### src/rtl/pasr_pkg.sv
package pasr_pkg;

    typedef enum logic [2:0] {
        SEL_FULL      = 3'b000,
        SEL_HALF      = 3'b001,
        SEL_QUARTER   = 3'b010,
        SEL_EIGHTH    = 3'b101,
        SEL_SIXTEENTH = 3'b110
    } pasr_sel_e;

    typedef enum logic [1:0] {
        DRV_FULL    = 2'b00,
        DRV_HALF    = 2'b01,
        DRV_QUARTER = 2'b10
    } drv_code_e;

    typedef enum logic {
        CFG_READY,
        CFG_SETTLE
    } cfg_state_e;

    typedef enum logic {
        WLK_IDLE,
        WLK_RUN
    } wlk_state_e;

    localparam logic [1:0] EMR_BANK_SEL = 2'b10;

    function automatic logic sel_legal(input logic [2:0] code);
        return (code == 3'b000) || (code == 3'b001) || (code == 3'b010) ||
               (code == 3'b101) || (code == 3'b110);
    endfunction

    function automatic logic drv_legal(input logic [1:0] code);
        return code != 2'b11;
    endfunction

endpackage

### src/rtl/pasr_mode_reg.sv
module pasr_mode_reg
    import pasr_pkg::*;
#(
    parameter int WAIT_CYCLES = 4,
    parameter int ADDR_W      = 13
) (
    input  logic              clk,
    input  logic              rst_n,
    input  logic              mrs_valid,
    input  logic [1:0]        mrs_ba,
    input  logic [ADDR_W-1:0] mrs_addr,
    input  logic [3:0]        bank_active,
    output pasr_sel_e         sel,
    output drv_code_e         drv,
    output logic              busy,
    output logic              prog_err
);
    localparam int CNT_W = $clog2(WAIT_CYCLES + 1);

    cfg_state_e       state;
    logic [CNT_W-1:0] wait_cnt;
    logic             targeted;
    logic             illegal;
    logic             accept;
    logic             reject;
    logic             ign_unused;

    // Bits [4:3] carry the temperature field, which has no effect.
    assign ign_unused = ^mrs_addr[4:3];

    always_comb begin
        targeted = mrs_valid && (mrs_ba == EMR_BANK_SEL);
        illegal  = (|bank_active) || (|mrs_addr[ADDR_W-1:7]) ||
                   !sel_legal(mrs_addr[2:0]) || !drv_legal(mrs_addr[6:5]);
        accept   = targeted && (state == CFG_READY) && !illegal;
        reject   = targeted && ((state == CFG_SETTLE) || illegal);
    end

    // State register
    always_ff @(posedge clk or negedge rst_n) begin
        if (!rst_n) begin
            state    <= CFG_READY;
            wait_cnt <= '0;
        end else begin
            unique case (state)
                CFG_READY: begin
                    if (accept) begin
                        state    <= CFG_SETTLE;
                        wait_cnt <= CNT_W'(WAIT_CYCLES - 1);
                    end
                end
                CFG_SETTLE: begin
                    if (wait_cnt == '0) state <= CFG_READY;
                    else                wait_cnt <= wait_cnt - 1'b1;
                end
                default: state <= CFG_READY;
            endcase
        end
    end

    // Outputs
    always_ff @(posedge clk or negedge rst_n) begin
        if (!rst_n) begin
            sel      <= SEL_FULL;
            drv      <= DRV_FULL;
            prog_err <= 1'b0;
        end else begin
            prog_err <= reject;
            if (accept) begin
                sel <= pasr_sel_e'(mrs_addr[2:0]);
                drv <= drv_code_e'(mrs_addr[6:5]);
            end
        end
    end

    assign busy = (state == CFG_SETTLE);

endmodule

### src/rtl/pasr_region_filter.sv
module pasr_region_filter
    import pasr_pkg::*;
#(
    parameter int ROW_BITS  = 13,
    parameter int BANK_BITS = 2
) (
    input  pasr_sel_e            sel,
    input  logic [BANK_BITS-1:0] bank,
    input  logic [ROW_BITS-1:0]  row,
    output logic                 keep
);
    logic bank0;
    logic top_row_clear;
    logic top2_row_clear;

    always_comb begin
        bank0          = (bank == '0);
        top_row_clear  = !row[ROW_BITS-1];
        top2_row_clear = (row[ROW_BITS-1 -: 2] == 2'b00);
        unique case (sel)
            SEL_FULL:      keep = 1'b1;
            SEL_HALF:      keep = !bank[BANK_BITS-1];
            SEL_QUARTER:   keep = bank0;
            SEL_EIGHTH:    keep = bank0 && top_row_clear;
            SEL_SIXTEENTH: keep = bank0 && top2_row_clear;
            default:       keep = 1'b1;
        endcase
    end

endmodule

### src/rtl/pasr_walker.sv
module pasr_walker
    import pasr_pkg::*;
#(
    parameter int ROW_BITS  = 13,
    parameter int BANK_BITS = 2
) (
    input  logic                 clk,
    input  logic                 rst_n,
    input  logic                 sr_active,
    input  logic                 tick,
    input  pasr_sel_e            sel,
    output logic                 strobe,
    output logic [BANK_BITS-1:0] bank,
    output logic [ROW_BITS-1:0]  row
);
    localparam int CNT_W = ROW_BITS + BANK_BITS;

    wlk_state_e       state;
    logic [CNT_W-1:0] addr_cnt;
    logic             keep;
    logic             step;

    pasr_region_filter #(
        .ROW_BITS (ROW_BITS),
        .BANK_BITS(BANK_BITS)
    ) u_filter (
        .sel (sel),
        .bank(addr_cnt[CNT_W-1 -: BANK_BITS]),
        .row (addr_cnt[ROW_BITS-1:0]),
        .keep(keep)
    );

    assign step = (state == WLK_RUN) && sr_active && tick;

    // State register
    always_ff @(posedge clk or negedge rst_n) begin
        if (!rst_n) begin
            state    <= WLK_IDLE;
            addr_cnt <= '0;
        end else begin
            unique case (state)
                WLK_IDLE: begin
                    if (sr_active) begin
                        state    <= WLK_RUN;
                        addr_cnt <= '0;
                    end
                end
                WLK_RUN: begin
                    if (!sr_active) state    <= WLK_IDLE;
                    else if (tick)  addr_cnt <= addr_cnt + 1'b1;
                end
                default: state <= WLK_IDLE;
            endcase
        end
    end

    // Outputs
    always_ff @(posedge clk or negedge rst_n) begin
        if (!rst_n) begin
            strobe <= 1'b0;
            bank   <= '0;
            row    <= '0;
        end else begin
            strobe <= step && keep;
            if (step && keep) begin
                bank <= addr_cnt[CNT_W-1 -: BANK_BITS];
                row  <= addr_cnt[ROW_BITS-1:0];
            end
        end
    end

endmodule

### src/rtl/pasr_refresh_seq.sv
module pasr_refresh_seq #(
    parameter int ROW_BITS    = 13,
    parameter int WAIT_CYCLES = 4
) (
    input  logic                clk,
    input  logic                rst_n,
    input  logic                cmd_mrs,
    input  logic [1:0]          cmd_ba,
    input  logic [12:0]         cmd_addr,
    input  logic [3:0]          bank_open,
    input  logic                self_ref,
    input  logic                ref_tick,
    output logic                cfg_busy,
    output logic                ref_strobe,
    output logic [1:0]          ref_bank,
    output logic [ROW_BITS-1:0] ref_row,
    output logic [1:0]          drive_code,
    output logic                prog_err
);
    import pasr_pkg::*;

    pasr_sel_e sel;
    drv_code_e drv;

    pasr_mode_reg #(
        .WAIT_CYCLES(WAIT_CYCLES),
        .ADDR_W     (13)
    ) u_mode (
        .clk        (clk),
        .rst_n      (rst_n),
        .mrs_valid  (cmd_mrs),
        .mrs_ba     (cmd_ba),
        .mrs_addr   (cmd_addr),
        .bank_active(bank_open),
        .sel        (sel),
        .drv        (drv),
        .busy       (cfg_busy),
        .prog_err   (prog_err)
    );

    pasr_walker #(
        .ROW_BITS (ROW_BITS),
        .BANK_BITS(2)
    ) u_walk (
        .clk      (clk),
        .rst_n    (rst_n),
        .sr_active(self_ref),
        .tick     (ref_tick),
        .sel      (sel),
        .strobe   (ref_strobe),
        .bank     (ref_bank),
        .row      (ref_row)
    );

    assign drive_code = drv;

endmodule

### config.mk
export PLATFORM = sky130hd
export DESIGN_NAME = pasr_refresh_seq
export DESIGN_NICKNAME = d
export VERILOG_FILES = /design/src/rtl/pasr_pkg.sv /design/src/rtl/pasr_mode_reg.sv /design/src/rtl/pasr_region_filter.sv /design/src/rtl/pasr_walker.sv /design/src/rtl/pasr_refresh_seq.sv
export SDC_FILE = /design/constraint.sdc
export NUM_CORES = 1
export LEC_CHECK = 0
export BUFFER_PORTS_ARGS = -buffer_cell sky130_fd_sc_hd__buf_2
export CORE_MARGIN = 1
export CORE_UTILIZATION = 50
export DETAILED_ROUTE_END_ITERATION = 8
export PLACE_DENSITY = 0.75
export SETUP_SLACK_MARGIN = 0.2
export SLEW_MARGIN = 15
export SYNTH_ARGS = -nofsm -noshare
export SYNTH_HDL_FRONTEND = slang
export SYNTH_SLANG_ARGS = --single-unit
### constraint.sdc
create_clock -name clk -period 1.8 [get_ports clk]
set_input_delay 0.18 -clock clk [delete_from_list [all_inputs] [get_ports clk]]
set_output_delay 0.18 -clock clk [all_outputs]
set_load 0.03 [all_outputs]
======== Word-level counts from Yosys, hierarchy flattened ========
Cells that the tools add are included.
storage, ports and cells
  flip-flop bits (word level) ............. 42
  bits of input ports ..................... 24
  output and inout port bits .............. 20
  logic and storage cells ................. 71
cells by class
  add/sub/neg operators ................... 2
  equality and inequality tests ........... 15
  multiplexer cells ....................... 12
  bitwise gates (word level) .............. 2
  reductions and logical operators ........ 30
operator list
  operator                                                                  number
  15-bit two-way mux                                                        3
  15-bit one-hot mux with 2 select lines                                    1
  15-bit by 1-bit adder with 15-bit output (second input constant)          1
  3-bit == test (second input constant)                                     4
  2-bit inequality test (second input constant)                             5
  1-bit logical AND                                                         9
  1-bit logical OR                                                          8
  3-bit by 1-bit == test with 1-bit output (second input constant)          2
  3-bit by 2-bit == test with 1-bit output (second input constant)          2
  3-bit zero test                                                           2
  3-bit two-way mux                                                         2
  3-bit one-hot mux with 2 select lines                                     1
  6-bit OR reduction                                                        1
  1-bit zero test                                                           5
  2-bit zero test                                                           2
  1-bit one-hot mux with 4 select lines                                     1
  4-bit OR reduction                                                        1
  1-bit two-way mux                                                         3
  3-bit AND reduction                                                       1
  3-bit by 1-bit subtractor with 3-bit output (second input constant)       1
  2-bit == test (second input constant)                                     1
  2-bit by 1-bit inequality test with 1-bit output (second input constant)  1
  1-bit inverter                                                            2
  1-bit one-hot mux with 2 select lines                                     1
  2-bit AND reduction                                                       1

======== Longest topological paths before layout ========
  depth after elaboration ................. 12
  mapped depth ............................ 6
  mapped depth without buffers ............ 6

======== Cells and area by module ========
A second synthesis with hierarchy kept.
unflattened totals
  cells, all modules ...................... 176
  area total of the unflattened synthesis .. 1983.2 µm²
modules (own cells, without submodules)
  module              times used  cells an instance  area each (µm²)  seq. area each (µm²)
  pasr_walker         1           126                1426.4           800.8
  pasr_mode_reg       1           40                 480.5            250.2
  pasr_region_filter  1           10                 76.3             0.0

======== Worst setup path after synthesis ========
Ideal clock, no wire load.
  kind .................................... flip-flop to flip-flop
  start ................................... reg u_mode.state, in the netlist u_mode.busy
  end ..................................... reg u_mode.drv[0]
  setup time .............................. 125 ps
  arrival time ............................ 1451 ps
  data required time ...................... 1675 ps
  path slack .............................. 224 ps
  cell stages (with the launch flop) ...... 5
  buffers on the path ..................... 0
  period minus slack after synthesis ...... 1576 ps
  cell sequence ........................... dfrtp_1 -> nor3_1 -> nand3_1 -> nor3_4 -> mux2_2
on the way
  word-level cells in the longest chain between the ends .. 3
ends and longest elaborated chain
  item                             line                 RTL
  start, declared                  pasr_mode_reg.sv:20  cfg_state_e state;
  start signal, assigned           pasr_mode_reg.sv:42  state <= CFG_READY;
  start signal, assigned           pasr_mode_reg.sv:48  state <= CFG_SETTLE;
  start signal, assigned           pasr_mode_reg.sv:53  if (wait_cnt == '0) state <= CFG_READY;
  1-bit inverter                   pasr_mode_reg.sv:35  accept = targeted && (state == CFG_READY) && !illegal;
  1-bit logical AND (2 in series)  pasr_mode_reg.sv:35
  end signal, assigned             pasr_mode_reg.sv:71  drv <= drv_code_e'(mrs_addr[6:5]);
  end, declared                    pasr_mode_reg.sv:14  output drv_code_e drv,
Every way passes these cells.
A chain may end at the register's enable or synchronous reset.

======== Final worst setup path ========
  start ................................... reg u_mode.state, in the netlist u_mode.busy
  end ..................................... reg u_mode.sel[2]
on the way
  word-level cells in the longest chain between the ends .. 3
ends and longest elaborated chain
  item                             line                 RTL
  1-bit inverter                   pasr_mode_reg.sv:35
  1-bit logical AND (2 in series)  pasr_mode_reg.sv:35
  end signal, assigned             pasr_mode_reg.sv:70  sel <= pasr_sel_e'(mrs_addr[2:0]);
  end, declared                    pasr_mode_reg.sv:13  output pasr_sel_e sel,
Every way passes these cells.

==> results.toml <==
[worst_setup_path]
r2r_start = "u_mode.busy$_DFF_PN0_"
startpoint = "u_mode.busy$_DFF_PN0_"
worstPathCellList = "nor3_2, nand3_2, nor3_4, mux2_2"
crit_arrival_ns = 1.70
path_class = "reg -> reg"
cp_num_buf_inv = 0
cpPeakStageDelay_ns = 0.40
slowest_stage = "dfrtp_1"
path_delay_family = "simple AND/OR/NAND/NOR gates"
reg2reg_slack_ns = 0.28
ff2ff_path_depth = 4
required_ns = 1.98
worst_setup_path_start_kind = "flop"
rr_endpoint = "u_mode.sel[2]$_DFFE_PN0P_"
worstSetupPathDepth = 4
cp-endpoint = "u_mode.sel[2]$_DFFE_PN0P_"
crit_path_end_kind = "flop"
cp_max_fo = 6

[yosys]
synth-seq-cells = 42
synth_warnings = 0
synth_most_common_cell = "dfrtp_1"
synth_area_sq_mm = 0.00196
syn-num-nets = 202
synthFlopType = "dfrtp_1"
synth-async-reset-ratio_pct = 100
synth_area_leaders = "dfrtp_1 (54%), mux2_2 (12%), o21ai_0 (4.3%), nand4_1 (2.2%), ha_1 (1.9%)"
synth_edf_count = 0
synth_commonest_cells = "dfrtp_1 (42), mux2_2 (20), o21ai_0 (17)"
ys_seq_area_share_pct = 53.7
avgSynthCellArea_sq_um = 11.2
synth_top_area_share_pct = 53.7
yosys.area.top_type = "dfrtp_1"
synth.distinct_cells = 38
synthesis.instances = 175

[die]
core.rowCount = 22
ios = 44
die_h_um = 64.6
die_w_um = 64.6
start_util_pct = 52.7
die-area_sq_mm = 0.00417
coreArea_sq_mm = 0.00372

[detailed_routing]
wirelength_mm = 3.80
vias = 1497
final_antenna_net_count = 0
wl_per_cell_um = 14.0
viasPerCell = 5.52
firstDrtPassIters = 4
drc = 0
drt_iter0_markers = 64

[clocking]
clkTransAtPathRegs_ns = 0.07
cts-root-buf = "clkbuf_8"
clock_tree.buffer_depth = 2
cts_tree = "done"
htreeDepth = 2
cts_made_buffers = 5
cts.sinks = 42
clkLatencyLatePin_ns = 0.30

[placed_design]
port-buffer-count = 41
dp_hpwl_mm = 2.66
place_inst = 261
place_ws_ns = -0.0416
finalWeightedCongestion = 0.736

[power_and_ir_drop]
power_density_mw_per_mm2 = 789
max-vdd-ir-drop_v = 0.000536
leakage_nw = 1.23

[global_route]
grt_max_degree = 23
grtUsageMet1_pct = 25.7
grt_util_all_layers_pct = 19.5
met3_usage_pct = 6.69
grt_pass1_vias = 1329
grtUsageMet2_pct = 29.5
grt-ovfl-total = 0
grt_pass1_wl_mm = 6.13
antenna_found_initial = 0
grt.busiest_layer = "met2"

[cells_and_area]
fin_util_pct = 63.5
register_area_sq_mm = 0.00105
multi_input_area_sq_um = 842
drive_above_1_share_pct = 38.6
final_cells = 271
num-fill-cells = 304
finalNetCount = 250
n_antenna_cell = 0
areaGrowthSynthToFinish_pct = 20.5

[timing]
finalSetupTns_ns = 0
worstMarginPinSlew_ns = 0.853
fmax_mhz = 659
finalHoldViolCount = 0
slew_headroom_pct = 42.7
grt_setup_unrepaired = "no"
setup_slack_ns = 0.284
fin_skew_ns = 0.00422
finalSetupViolCount = 0
timing.final.crit_share_pct = 84.2
drv_slew = 0
fin_crit_ns = 1.52

[hold_path]
hold_class = "in -> reg"

[outcome]
status = "complete, no violations"

[job]
cap_violations = 0
routing by layer:
layer | up-vias | part of all wire (%) | routed length, um
li1 | 729 | - | -
met1 | 726 | 46 | 1740
met2 | 36 | 49 | 1850
met3 | 6 | 4.4 | 168
met4 | 0 | 1.3 | 48
met5 | - | 0 | 0
flip-flops by register name, indices dropped and copies added, names as in the netlist, 2 cells and up:
name / count
u_mode.sel: 3
u_walk.addr_cnt: 15
u_mode.wait_cnt: 3
u_walk.bank: 2
u_walk.row: 13
u_mode.drv: 2
power breakdown:
part / leakage [nW] / total (W) / internal (W) / switching (W)
Combinational: 0.626 / 0.000262 / 0.000109 / 0.000154
Clock: 0.0438 / 0.000567 / 0.000260 / 0.000307
Sequential: 0.560 / 0.00103 / 0.000994 / 0.0000367
what timing repair did:
action                     4_1_cts  5_1_grt
hold endpoints to repair        21        0
hold buffers                     1        0
gates resized for setup          1        8
pin swaps                        0        2
setup endpoints to repair       12       21
buffers inserted                 0        2
cell usage in the layout, fill, tap and decap left out, drive strengths merged, types with 2 or more instances in the layout:
master and instances:
clkbuf 5, nand4 7, or3 2, o21ai 17
nand3 5, inv 9, nor3 2, buf 49
ha 3, a21oi 7, a31oi 5, o31ai 3
o22ai 2, and4 2, dfrtp 42, nand2 8
and3 4, clkinv 2, and2 3, nor2 8
a21o 2, nor4 2, mux2 20
worst register-to-register path: cells and delay by family (launching register included):
kind | cells | cell delay [ns]
mux | 1 | 0.38
flops | 1 | 0.40
simple gates | 3 | 0.63
metrics by stage:
| step | area, sq um | power, W | hold slack, ns |
|---|---|---|---|
| floorplan | 1960 | 0.00120 | -0.116 |
| global placement | 2230 | 0.00130 | 0.182 |
| detailed placement | 2230 | 0.00131 | 0.181 |
| CTS | 2320 | 0.00189 | 0.0304 |
| global route | 2360 | 0.00195 | 0.0451 |
| finish | 2360 | 0.00186 | 0.0403 |
final cells by class:
type	instances	share of cell area, %
repair buffers	50	12.4
well taps	48	2.55
clock buffers	5	2.92
inverters	9	1.43
multi-input cells	115	35.7
flip-flops and latches	42	44.6
clock inverters	2	0.424
kinds of logic (layout without fill, tap and decap cells):
logic type | Yosys count | after routing | synth area share (%)
AOI/OAI and AO/OA | 42 | 42 | 13.9
xor gates and xnor gates | 1 | 1 | 0.448
adders and majority gates | 3 | 3 | 1.92
buffers and inverters | 18 | 66 | 4.09
DFF | 42 | 42 | 53.7
muxes | 21 | 21 | 12.0
and+or+nand+nor | 48 | 48 | 13.9
worst min path at each step:
stage,from,endpoint,cells past startpoint
floorplan,rst_n,u_mode.busy$_DFF_PN0_,0
global placement,rst_n,u_walk.row[12]$_DFFE_PN0P_,1
detailed placement,rst_n,u_walk.strobe$_DFF_PN0_,1
CTS,self_ref,u_walk.state$_DFF_PN0_,1
global route,self_ref,u_walk.state$_DFF_PN0_,1
finish,self_ref,u_walk.state$_DFF_PN0_,1
Power figures use the tool's default switching activity.
